File: config.mk
export PLATFORM = sky130hd
export DESIGN_NAME = satcnt_field
export DESIGN_NICKNAME = d
export VERILOG_FILES = /design/src/rtl/satcnt_pkg.sv /design/src/rtl/satcnt_stage.sv /design/src/rtl/satcnt_next.sv /design/src/rtl/satcnt_reg.sv /design/src/rtl/satcnt_field.sv
export SDC_FILE = /design/constraint.sdc
export NUM_CORES = 1
export LEC_CHECK = 0
export CORE_MARGIN = 5
export CORE_UTILIZATION = 50
export CTS_BUF_LIST = sky130_fd_sc_hd__clkbuf_16
export DETAILED_ROUTE_END_ITERATION = 10
export PLACE_DENSITY = 0.79
export SLEW_MARGIN = 15
export SYNTH_ARGS = -nofsm -noshare
export SYNTH_HDL_FRONTEND = slang
export SYNTH_SLANG_ARGS = --single-unit
File: constraint.sdc
create_clock -name clk -period 6.4 [get_ports clk]
set_input_delay 0.96 -clock clk [delete_from_list [all_inputs] [get_ports clk]]
set_output_delay 0.96 -clock clk [all_outputs]
set_load 0.1 [all_outputs]
File: src/rtl/satcnt_pkg.sv
package satcnt_pkg;

    typedef enum logic {
        STEP_UP   = 1'b0,
        STEP_DOWN = 1'b1
    } step_dir_e;

    // Widest limit comparison supported; WIDTH must stay below this.
    localparam int CMP_W = 64;

    // Decide whether a widened result is within the limit for its direction.
    function automatic logic step_allowed(
        input step_dir_e        dir,
        input logic [CMP_W-1:0] wide_val,
        input logic             borrow,
        input logic [CMP_W-1:0] limit
    );
        if (dir == STEP_UP) begin
            return wide_val <= limit;
        end
        return !borrow && (wide_val >= limit);
    endfunction

endpackage

File: src/rtl/satcnt_stage.sv
module satcnt_stage
    import satcnt_pkg::*;
#(
    parameter int          W      = 8,
    parameter step_dir_e   DIR    = STEP_UP,
    parameter bit          SAT_EN = 1'b1,
    parameter int unsigned LIMIT  = 0
) (
    input  logic [W-1:0] run_i,
    input  logic         req_i,
    input  logic [W-1:0] step_i,
    output logic [W-1:0] run_o,
    output logic         hit_o
);

    localparam int XW = W + 1;

    logic [XW-1:0] wide;
    logic          allow;

    generate
        if (DIR == STEP_UP) begin : g_add
            assign wide = {1'b0, run_i} + {1'b0, step_i};
        end else begin : g_sub
            assign wide = {1'b0, run_i} - {1'b0, step_i};
        end
    endgenerate

    generate
        if (SAT_EN) begin : g_sat
            logic borrow;
            assign borrow = (DIR == STEP_DOWN) && wide[W];
            assign allow  = step_allowed(DIR, CMP_W'(wide), borrow, CMP_W'(LIMIT));
        end else begin : g_wrap
            assign allow = 1'b1;
        end
    endgenerate

    assign hit_o = req_i & allow;
    assign run_o = hit_o ? wide[W-1:0] : run_i;

endmodule

File: src/rtl/satcnt_next.sv
module satcnt_next
    import satcnt_pkg::*;
#(
    parameter int          W        = 8,
    parameter bit          SAT_EN   = 1'b1,
    parameter int unsigned HI_LIMIT = 250,
    parameter int unsigned LO_LIMIT = 2
) (
    input  logic [W-1:0] cur_i,
    input  logic         inc_req_i,
    input  logic [W-1:0] inc_step_i,
    input  logic         dec_req_i,
    input  logic [W-1:0] dec_step_i,
    output logic [W-1:0] nxt_o,
    output logic         upd_o
);

    logic [W-1:0] after_inc;
    logic         inc_hit;
    logic         dec_hit;

    // Increment first, on the stored value.
    satcnt_stage #(
        .W      (W),
        .DIR    (STEP_UP),
        .SAT_EN (SAT_EN),
        .LIMIT  (HI_LIMIT)
    ) u_inc (
        .run_i  (cur_i),
        .req_i  (inc_req_i),
        .step_i (inc_step_i),
        .run_o  (after_inc),
        .hit_o  (inc_hit)
    );

    // Decrement second, on whatever the increment left.
    satcnt_stage #(
        .W      (W),
        .DIR    (STEP_DOWN),
        .SAT_EN (SAT_EN),
        .LIMIT  (LO_LIMIT)
    ) u_dec (
        .run_i  (after_inc),
        .req_i  (dec_req_i),
        .step_i (dec_step_i),
        .run_o  (nxt_o),
        .hit_o  (dec_hit)
    );

    assign upd_o = inc_hit | dec_hit;

endmodule

File: src/rtl/satcnt_reg.sv
module satcnt_reg #(
    parameter int W = 8
) (
    input  logic         clk,
    input  logic         rst,
    input  logic         load_i,
    input  logic [W-1:0] d_i,
    output logic [W-1:0] q_o,
    output logic         flag_o
);

    always_ff @(posedge clk) begin
        if (rst) begin
            q_o    <= '0;
            flag_o <= 1'b0;
        end else begin
            flag_o <= load_i;
            if (load_i) begin
                q_o <= d_i;
            end
        end
    end

endmodule

File: src/rtl/satcnt_field.sv
module satcnt_field #(
    parameter int          WIDTH    = 8,
    parameter bit          SAT_EN   = 1'b1,
    parameter int unsigned HI_LIMIT = 250,
    parameter int unsigned LO_LIMIT = 2
) (
    input  logic             clk,
    input  logic             rst,
    input  logic             inc_req_i,
    input  logic [WIDTH-1:0] inc_step_i,
    input  logic             dec_req_i,
    input  logic [WIDTH-1:0] dec_step_i,
    output logic [WIDTH-1:0] count_o,
    output logic             upd_o
);

    logic [WIDTH-1:0] nxt;
    logic             upd_comb;

    satcnt_next #(
        .W        (WIDTH),
        .SAT_EN   (SAT_EN),
        .HI_LIMIT (HI_LIMIT),
        .LO_LIMIT (LO_LIMIT)
    ) u_next (
        .cur_i      (count_o),
        .inc_req_i  (inc_req_i),
        .inc_step_i (inc_step_i),
        .dec_req_i  (dec_req_i),
        .dec_step_i (dec_step_i),
        .nxt_o      (nxt),
        .upd_o      (upd_comb)
    );

    satcnt_reg #(
        .W (WIDTH)
    ) u_reg (
        .clk    (clk),
        .rst    (rst),
        .load_i (upd_comb),
        .d_i    (nxt),
        .q_o    (count_o),
        .flag_o (upd_o)
    );

endmodule

* Word level (Yosys, flattened, before mapping)
Index checks and enable logic that the tools add are counted.
W data, S select, Z words.
** Storage, ports and cells
- Output and inout bits :: 9
- Logic and storage cells :: 13
- Flip-flop bits (word level) :: 9
** Cells by class
- Bitwise logic cells :: 3
- Muxes and demuxes :: 2
- Reduce and logical (&&, ||, !) cells :: 2
- Order comparisons :: 2
- $add $sub $neg :: 2
** Operators with widths (count)
- $mux W8 :: 2
- $add A8 B8 Y9 :: 1
- $ge A9 B2 Y1 const B :: 1
- $le A9 B8 Y1 const B :: 1
- $sub A8 B8 Y9 :: 1
- $and A1 B1 Y1 :: 2
- $logic_and A1 B1 Y1 :: 1
- $logic_not A1 Y1 :: 1
- $or A1 B1 Y1 :: 1

* Depth between registers and ports, before layout
Gate-level depths: netlist of the first run.
- Depth in word-level cells :: 9
- Depth in mapped cells :: 20

* By module
A second synthesis of the first run with hierarchy kept.
** Second synthesis, totals
- Cell total of the unflattened synthesis :: 156
- Area total of the unflattened synthesis :: 1362.6 um^2
** By module, submodules not included
- satcnt_stage at u_next.u_inc :: area each 528.0 um^2, cells an instance 62, instances 1, seq. area each 0.0 um^2
- satcnt_stage at u_next.u_dec :: area each 515.5 um^2, cells an instance 65, instances 1, seq. area each 0.0 um^2
- satcnt_reg :: area each 312.8 um^2, cells an instance 28, instances 1, seq. area each 180.2 um^2
- satcnt_next :: area each 6.3 um^2, cells an instance 1, instances 1, seq. area each 0.0 um^2

* Worst setup path after synthesis of the first run
No wires, ideal clock.
- Kind :: register to register
- From :: reg u_reg.q_o[0]
- To :: reg u_reg.q_o[1]
- Buffers on the path :: 0
- Path slack :: 1233 ps
- Stages on the path, launching flop included :: 20
- Arrival time :: 5050 ps
- Period minus slack after synthesis :: 5167 ps
- Data required time :: 6283 ps
- Cell sequence :: dfxtp_1 > ha_1 > inv_1 > fa_1 > xnor2_1 > a21oi_1 > or3_1 > a211oi_4 > a31oi_4 > mux2i_1 > ha_1 > inv_1 > fa_1 > a211oi_1 > o21bai_1 > a21oi_1 > xor2_1 > a41oi_1 > nor2_1 > a22o_1
** Between the ends
- Longest elaborated chain between the ends :: 9
- Elaborated cells between the ends (all ways) :: 11
- Those cells by class :: add/sub: 2; order compare: 2; mux: 2; bitwise: 3; reduce/logical: 2
** Ends and longest elaborated chain
- start: declaration :: RTL line satcnt_reg.sv:8 : output logic [W-1:0] q_o,
- start signal: assignment :: RTL line satcnt_reg.sv:19 : q_o <= d_i;
- $add A8 B8 Y9 :: RTL line satcnt_stage.sv:23 : assign wide = {1'b0, run_i} + {1'b0, step_i};
- $le A9 B8 Y1 :: RTL line satcnt_pkg.sv:19 : return wide_val <= limit;
- $and A1 B1 Y1 :: RTL line satcnt_stage.sv:39 : assign hit_o = req_i & allow;
- $mux W8 :: RTL line satcnt_stage.sv:40 : assign run_o = hit_o ? wide[W-1:0] : run_i;
- $sub A8 B8 Y9 :: RTL line satcnt_stage.sv:25 : assign wide = {1'b0, run_i} - {1'b0, step_i};
- $ge A9 B2 Y1 / $logic_not A1 Y1 (equally long branches) :: RTL line satcnt_pkg.sv:21 : return !borrow && (wide_val >= limit);
- $logic_and A1 B1 Y1 :: RTL line satcnt_pkg.sv:21
- $and A1 B1 Y1 :: RTL line satcnt_stage.sv:39
- $mux W8 / $or A1 B1 Y1 (equally long branches) :: RTL line satcnt_stage.sv:40, satcnt_next.sv:50
Parallel ways exist; a longest one is shown, timed or not.
A chain may end at the register's enable or synchronous reset.

* Worst setup path after layout of the first run
- From :: in inc_step_i[0]
- To :: reg u_reg.q_o[1]
** Between the ends
- Longest elaborated chain between the ends :: 9
- Elaborated cells between the ends (all ways) :: 11
- Those cells by class :: add/sub: 2; order compare: 2; mux: 2; bitwise: 3; reduce/logical: 2
** Ends and longest elaborated chain
- start: declaration :: RTL line satcnt_field.sv:10 : input logic [WIDTH-1:0] inc_step_i,
- $add A8 B8 Y9 * :: RTL line satcnt_stage.sv:23
- $le A9 B8 Y1 :: RTL line satcnt_pkg.sv:19
- $and A1 B1 Y1 :: RTL line satcnt_stage.sv:39
- $mux W8 :: RTL line satcnt_stage.sv:40
- $sub A8 B8 Y9 :: RTL line satcnt_stage.sv:25
- $ge A9 B2 Y1 / $logic_not A1 Y1 (equally long branches) :: RTL line satcnt_pkg.sv:21
- $logic_and A1 B1 Y1 :: RTL line satcnt_pkg.sv:21
- $and A1 B1 Y1 :: RTL line satcnt_stage.sv:39
- $mux W8 / $or A1 B1 Y1 (equally long branches) :: RTL line satcnt_stage.sv:40, satcnt_next.sv:50
Mark *: on every way between the ends. The rest lies on a longest branch, timed or not.

==> summary.md, run 1 <==
| Metric | Value |
|---|---|
| Slew at the pin closest to its max-slew limit | 0.971 ns |
| Initial Utilization | 53.0% |
| H-tree depth | 1 |
| Yosys cell types | 56 |
| Area growth syn-to-layout | 29.3% |
| Initial antenna violation count | 0 |
| Gr usage total | 18.4% |
| Top Layer Used | met4 |
| Area occupied by multi-input gates | ~1100 µm² |
| CTS root buffer | clkbuf_16 |
| Startpoint Class | input port |
| FMAX | 0.171 GHz |
| Iter 0 DRT Violations | 70 |
| Final slew viol count | 0 |
| Post-synth EDFFs | 0 |
| MaxCap Viol Count | 0 |
| Net Count, Synth | 203 |
| Simple-gate portion of the synthesized area | 19.6% |
| Fill cell count | 204 |
| Compound-Gate Fraction of Synth Area | between 30% and 40% |
| Die X | 61.5 µm |
| YS warnings | 0 |
| Num rows | 18 |
| Top_reg_cell synth | dfxtp_1 |
| Max-slew headroom | a little over a third |
| Mean Syn Cell Area | 8.08 µm² |
| Worst-path clk slew | 0.04 ns |
| Slowest-stage cell, CP | a41oi_1 |
| CTS resizes | 0 |
| Die Ht | 61.5 µm |
| Post-Route Skew | 0.00111 ns |
| CP max stage delay | 0.57 ns |
| Vias after detailed routing | roughly 1,300 |
| Req. time, crit path | 6.52 ns |
| Register Area | 180 µm² |
| WL per Instance | 14.6 µm |
| TritonCTS sink count | 9 |
| Post-DRT Antenna Nets | 0 |
| WL final | 3260 µm |
| Final hold viol count | 0 |
| Crit path cell chain | clkdlybuf4s50_1 -> ha_1 -> inv_1 -> fa_1 -> nor2b_1 -> o311a_1 -> o221a_2 -> or2_0 -> a31oi_4 -> mux2i_1 -> ha_1 -> inv_1 -> fa_1 -> a211oi_1 -> o21bai_1 -> a21oi_1 -> xor2_1 -> a41oi_1 -> nor2_1 -> a22o_1 |
| Pre-Repair DR Iteration Count | 4 |
| Largest net degree at the start of global routing | 11 |
| Multiplexer area fraction after synthesis | 2.64% |
| Remaining routing DRC violations | 0 |
| Fin Setup TNS | 0 ns |
| Most frequent cells in the layout | 28 x clkdlybuf4s50_1, 17 x inv_1, 17 x ha_1 |
| M1 WL | between 1000 and 1500 µm |
| Sequential share of the synthesized area | ~14% |
| Grt total ovfl | 0 |
| DR vias/cell | 5.97 |
| Post-synthesis xor/xnor area fraction | 3.97% |
| First-pass GRT wire length | between 5000 and 6000 µm |
| Top Ports | 29 |
| RSZ-0062 raised after global routing | false |
| CTS tree | built |
| Main combinational cell family by area after synthesis | compound AO/OA/AOI/OAI gates |
| Total clock buffers created by CTS | 3 |
| Crit Path Class | in2reg |
| Status | completed |
| Antenna diode count | 0 |
| Met3 WL | 94 µm |
| Mapped Cells | between 150 and 200 |
| Synth async-reset ratio | 0% |
| Die footprint | between 3000 and 4000 µm² |
| Tmin final | just under 6 ns |
| I/O Buffers | 28 |
| Vias in the first global route | 1,284 |
| HP Class | reg2reg |
| Clock latency on the worst-skew pair | 0.23 ns |
| Final HPWL DP | ~2800 µm |
| Most common cell after layout, fill and taps aside | clkdlybuf4s50_1 |
| CP max FO | 8 |
| Post-CTS Hold Buffers | 0 |
| Synthesized cell area | 1330 µm² |
| Final Cycle Share | between 90% and 100% |
| Postcts setup bufs | 0 |
| Area of the core | 2500 µm² |
| Fin nets | between 200 and 250 |
| Seq cells post-synth | 9 |
| Post-synthesis adder-cell area fraction | between 10% and 20% |
| Share of cells above drive strength 1 | 7.73% |
| Met2 wire length | 1690 µm |
| CTS max path bufs | 2 |
| Setup violators final | 0 |
| Placer Congestion | 0.859 |
| Worst path arrival time | ~6 ns |
| CP Capture Type | register |
path summary, 6_finish.rpt:
path	slack, ns	to	from	cells after the start
worst max-delay path	0.56	u_reg.q_o[1]$_SDFFE_PP0P_	inc_step_i[0]	20
worst min-delay path	0.63	u_reg.q_o[6]$_SDFFE_PP0P_	u_reg.q_o[6]$_SDFFE_PP0P_	3
worst max register to register	1.39	u_reg.q_o[1]$_SDFFE_PP0P_	u_reg.q_o[0]$_SDFFE_PP0P_	19
worst min register to register	0.63	u_reg.q_o[6]$_SDFFE_PP0P_	u_reg.q_o[6]$_SDFFE_PP0P_	3
area by class of cell:
type,count,share of cell area [%]
multi-input combinational,137,62.8
timing repair buffer,28,16.4
sequential,9,10.5
clock buffer,3,4.38
inverter,16,3.51
tap,30,2.19
clock inverter,1,0.219
stage by stage:
stage	worst slack [ns]	util [%]	instance area, µm²	hold slack (ns)	std cells
3_5_place_dp	0.334	65.4	1630	0.622	220
2_1_floorplan	1.23	-	1330	1.04	164
3_3_place_gp	0.558	65.4	1630	0.635	220
4_1_cts	0.579	68.5	1710	0.629	224
6_report	0.559	68.5	1710	0.631	224
5_1_grt	0.213	68.5	1710	0.669	224
routing by layer:
metal  global-route usage, %  vias to the layer above
met2                    34.8                       27
li1                        -                      676
met3                   0.629                        4
met5                       0                        -
met1                    21.7                      630
met4                    6.67                        0
flip-flops by register name, indices dropped and copies added (netlist names):
signal	flops
u_reg.flag_o	1
u_reg.q_o	8
cells by family after synthesis:
group                      after synthesis
AOI/OAI and AO/OA                       62
xor gates and xnor gates                 6
adders and majority gates               19
buffers and inverters                   18
DFF                                      9
muxes                                    3
and+or+nand+nor                         47
critical path: cells and delay by family:
family | cells | cell delay, ns
XOR/XNOR | 1 | 0.11
buffers and inverters | 3 | 0.53
adder cells (fa/ha/maj) | 4 | 1.07
AO/OA/AOI/OAI | 8 | 2.35
AND/OR/NAND/NOR | 3 | 0.59
multiplexers | 1 | 0.34
Yosys cell counts, types with 3 or more instances:
master	count	share of area, %
ha_1	17	16
inv_1	16	4.5
nor2_1	13	3.7
a21oi_1	12	4.5
dfxtp_1	9	14
o21ai_0	8	3.0
a21o_1	6	3.4
nor2b_1	5	2.4
a211oi_1	4	2.3
nand2_1	4	1.1
nor3_1	4	1.5
o21a_1	4	2.3
xor2_1	4	2.6
or2_2	3	1.4
or3_1	3	1.4
Power of run 1 is not shown: default switching activity piles up to over one toggle a cycle in this logic, so the estimate is an artifact.
==> run 2: changes to the inputs <==
--- a/config.mk
+++ b/config.mk
@@ -6,10 +6,10 @@
 export NUM_CORES = 1
 export LEC_CHECK = 0
 export CORE_MARGIN = 5
-export CORE_UTILIZATION = 50
+export CORE_UTILIZATION = 40
 export CTS_BUF_LIST = sky130_fd_sc_hd__clkbuf_16
 export DETAILED_ROUTE_END_ITERATION = 10
-export PLACE_DENSITY = 0.79
+export PLACE_DENSITY = 0.66
 export SLEW_MARGIN = 15
 export SYNTH_ARGS = -nofsm -noshare
 export SYNTH_HDL_FRONTEND = slang
==> run 2 against run 1 <==
Net effect: via count fell by 0.67%; highest routed layer unchanged; global-route usage shrank 2.8 points; hold slack lost 0.010 ns; non-clock buffer count is the same; design area up 1.0%; register-to-register slack about the same; largest cell class unchanged; worst setup slack got worse by 0.012 ns; clock skew barely moved; wire length decreased by 0.15%; count of clock-buffer cells in the layout unchanged; critical path type unchanged.
==> summary.md, run 2 (synthesized netlist as in run 1, its figures left out) <==
| Metric | Value |
|---|---|
| Status | completed (unchanged) |
| Die footprint | 4560 µm² (was 3780 µm²) |
| Gr usage total | 15.6% (was 18.4%) |
| WL final | 3260 µm (about the same) |
| Grt total ovfl | 0 (unchanged) |
| CP Capture Type | register (unchanged) |
| Slowest-stage cell, CP | a41oi_1 (unchanged) |
| CTS tree | built (unchanged) |
| Die Ht | 67.6 µm (was 61.5 µm) |
| Setup violators final | 0 (unchanged) |
| Critical R2R Capture | u_reg.q_o[1]$_SDFFE_PP0P_ (unchanged) |
| Internal reg-to-reg setup slack | 1.39 ns (about the same) |
| Req. time, crit path | 6.52 ns (about the same) |
| Die X | 67.6 µm (was 61.5 µm) |
| CP max stage delay | 0.57 ns (about the same) |
| Top Ports | 29 (unchanged) |
| Post-Place Setup Slack | 0.291 ns (was 0.334 ns) |
| MaxCap Viol Count | 0 (unchanged) |
| Worst setup margin | 0.548 ns (was 0.559 ns) |
| CP max FO | 8 (unchanged) |
| Slew at the pin closest to its max-slew limit | 0.980 ns (was 0.971 ns) |
| Antenna diode count | 0 (unchanged) |
| Registers with the most flip-flops | u_reg.q_o x8, u_reg.flag_o x1 (unchanged) |
| I/O Buffers | 28 (unchanged) |
| Crit Path Class | in2reg (unchanged) |
| Worst-path clk slew | 0.04 ns (about the same) |
| HP Class | reg2reg (unchanged) |
| Startpoint Class | input port (unchanged) |
| Vias after detailed routing | 1,328 (was 1,337) |
| Max-slew headroom | 34.5% (was 35.1%) |
| Post-DRT Antenna Nets | 0 (unchanged) |
| Worst r2r path cells | 19 (unchanged) |
| Initial Utilization | 42.7% (was 53.0%) |
| Total clock buffers created by CTS | 3 (unchanged) |
| Tmin final | 5.85 ns (was 5.84 ns) |
| Post-CTS Hold Buffers | 0 (unchanged) |
| Largest reg by FF count | u_reg.q_o (unchanged) |
| Final hold viol count | 0 (unchanged) |
| WL per Instance | 13.7 µm (was 14.6 µm) |
| Worst path arrival time | 5.97 ns (was 5.96 ns) |
| CTS resizes | 0 (unchanged) |
| Clock latency on the worst-skew pair | 0.23 ns (about the same) |
| Crit path cell chain | clkdlybuf4s50_1 -> ha_1 -> inv_1 -> fa_1 -> nor2b_1 -> o311a_1 -> o221a_2 -> or2_0 -> a31oi_4 -> mux2i_1 -> ha_1 -> inv_1 -> fa_1 -> a211oi_1 -> o21bai_1 -> a21oi_1 -> xor2_1 -> a41oi_1 -> nor2_1 -> a22o_1 (unchanged) |
| CP bufs+invs | 3 (unchanged) |
| FMAX | 0.171 GHz (about the same) |
| Hold endpoint | u_reg.q_o[7]$_SDFFE_PP0P_ (was u_reg.q_o[6]$_SDFFE_PP0P_) |
| Kind of cell adding the most delay to the critical path | compound AO/OA/AOI/OAI gates (unchanged) |
| First-pass GRT wire length | 5520 µm (was 5340 µm) |
| Postcts setup bufs | 0 (unchanged) |
| Final Cycle Share | 91.4% (was 91.3%) |
| CTS root buffer | clkbuf_16 (unchanged) |
| Largest net degree at the start of global routing | 11 (unchanged) |
| Iter 0 DRT Violations | 51 (was 70) |
| Most frequent cells in the layout | 28 x clkdlybuf4s50_1, 17 x inv_1, 17 x ha_1 (unchanged) |
| Final HPWL DP | 2760 µm (about the same) |
| TritonCTS sink count | 9 (unchanged) |
| Max reg flops | 8 (unchanged) |
| Initial antenna violation count | 0 (unchanged) |
| H-tree depth | 1 (unchanged) |
| Fin Setup TNS | 0 ns (unchanged) |
| Share of cells above drive strength 1 | 7.73% (unchanged) |
| Vias in the first global route | 1,321 (was 1,284) |
| RSZ-0062 raised after global routing | false (unchanged) |
| Fin nets | 234 (unchanged) |
| Num rows | 20 (was 18) |
| CTS max path bufs | 2 (unchanged) |
| Pre-Repair DR Iteration Count | 4 (unchanged) |
| RR Startpoint | u_reg.q_o[0]$_SDFFE_PP0P_ (unchanged) |
| Post-Route Skew | 0.00121 ns (was 0.00111 ns) |
| Area growth syn-to-layout | 30.6% (was 29.3%) |
| Min-delay src | u_reg.q_o[7]$_SDFFE_PP0P_ (was u_reg.q_o[6]$_SDFFE_PP0P_) |
| DR vias/cell | 5.58 (was 5.97) |
| Hold path cells | 2 (was 3) |
| Most common cell after layout, fill and taps aside | clkdlybuf4s50_1 (unchanged) |
| Final slew viol count | 0 (unchanged) |
| Area of the core | 3100 µm² (was 2500 µm²) |
| Remaining routing DRC violations | 0 (unchanged) |
| Placer Congestion | 0.830 (was 0.859) |
-- run 2: cell counts in the layout (fill, tap and decap cells not counted) --
Identical to the previous run, type by type.
-- run 2: routing by layer --
layer	vias to the layer above	GRT usage, %	share of wire [%]
met4	0	8.35	2.8
li1	675	-	-
met1	609	17.8	43
met2	38	28.6	51
met5	-	0	0
met3	6	1.16	3.4
-- run 2: worst max path at each step --
stage                               from                        end  slack, ns  depth (start not counted)
2_1_floorplan  u_reg.q_o[0]$_SDFFE_PP0P_  u_reg.q_o[1]$_SDFFE_PP0P_       1.23                         19
3_3_place_gp               inc_step_i[0]  u_reg.q_o[1]$_SDFFE_PP0P_       0.53                         20
3_5_place_dp               inc_step_i[0]  u_reg.q_o[1]$_SDFFE_PP0P_       0.29                         20
4_1_cts                    inc_step_i[0]  u_reg.q_o[1]$_SDFFE_PP0P_       0.53                         20
5_1_grt                    inc_step_i[0]  u_reg.q_o[1]$_SDFFE_PP0P_       0.22                         20
6_report                   inc_step_i[0]  u_reg.q_o[1]$_SDFFE_PP0P_       0.55                         20
-- run 2: layout make-up --
class | instances | area, µm²
clock buffers | 3 | 75.1
clock inverters | 1 | 3.75
fillers | 305 | 1370
inverters | 16 | 60.1
multi-input cells | 137 | 1080
flip-flops and latches | 9 | 180
well taps | 44 | 55.1
repair buffers | 28 | 280
-- run 2: metrics by stage --
step | utilization [%] | hold slack [ns] | cell area (µm²) | cells
6_report | 55.8 | 0.621 | 1730 | 238
5_1_grt | 55.8 | 0.663 | 1730 | 238
4_1_cts | 55.8 | 0.626 | 1730 | 238
3_5_place_dp | 53.2 | 0.613 | 1650 | 234
3_3_place_gp | 53.2 | 0.635 | 1650 | 234
2_1_floorplan | - | 1.04 | 1330 | 164
-- run 2: worst reg2reg max path, cell delays in order, from the launching register on --
cell	delay, ns
dfxtp_1	0.31
ha_1	0.21
inv_1	0.07
fa_1	0.20
nor2b_1	0.07
o311a_1	0.35
o221a_2	0.31
or2_0	0.36
a31oi_4	0.35
mux2i_1	0.37
ha_1	0.21
inv_1	0.05
fa_1	0.41
a211oi_1	0.23
o21bai_1	0.12
a21oi_1	0.18
xor2_1	0.11
a41oi_1	0.57
nor2_1	0.16
a22o_1	0.26
Power of run 2 is left out for the same reason.
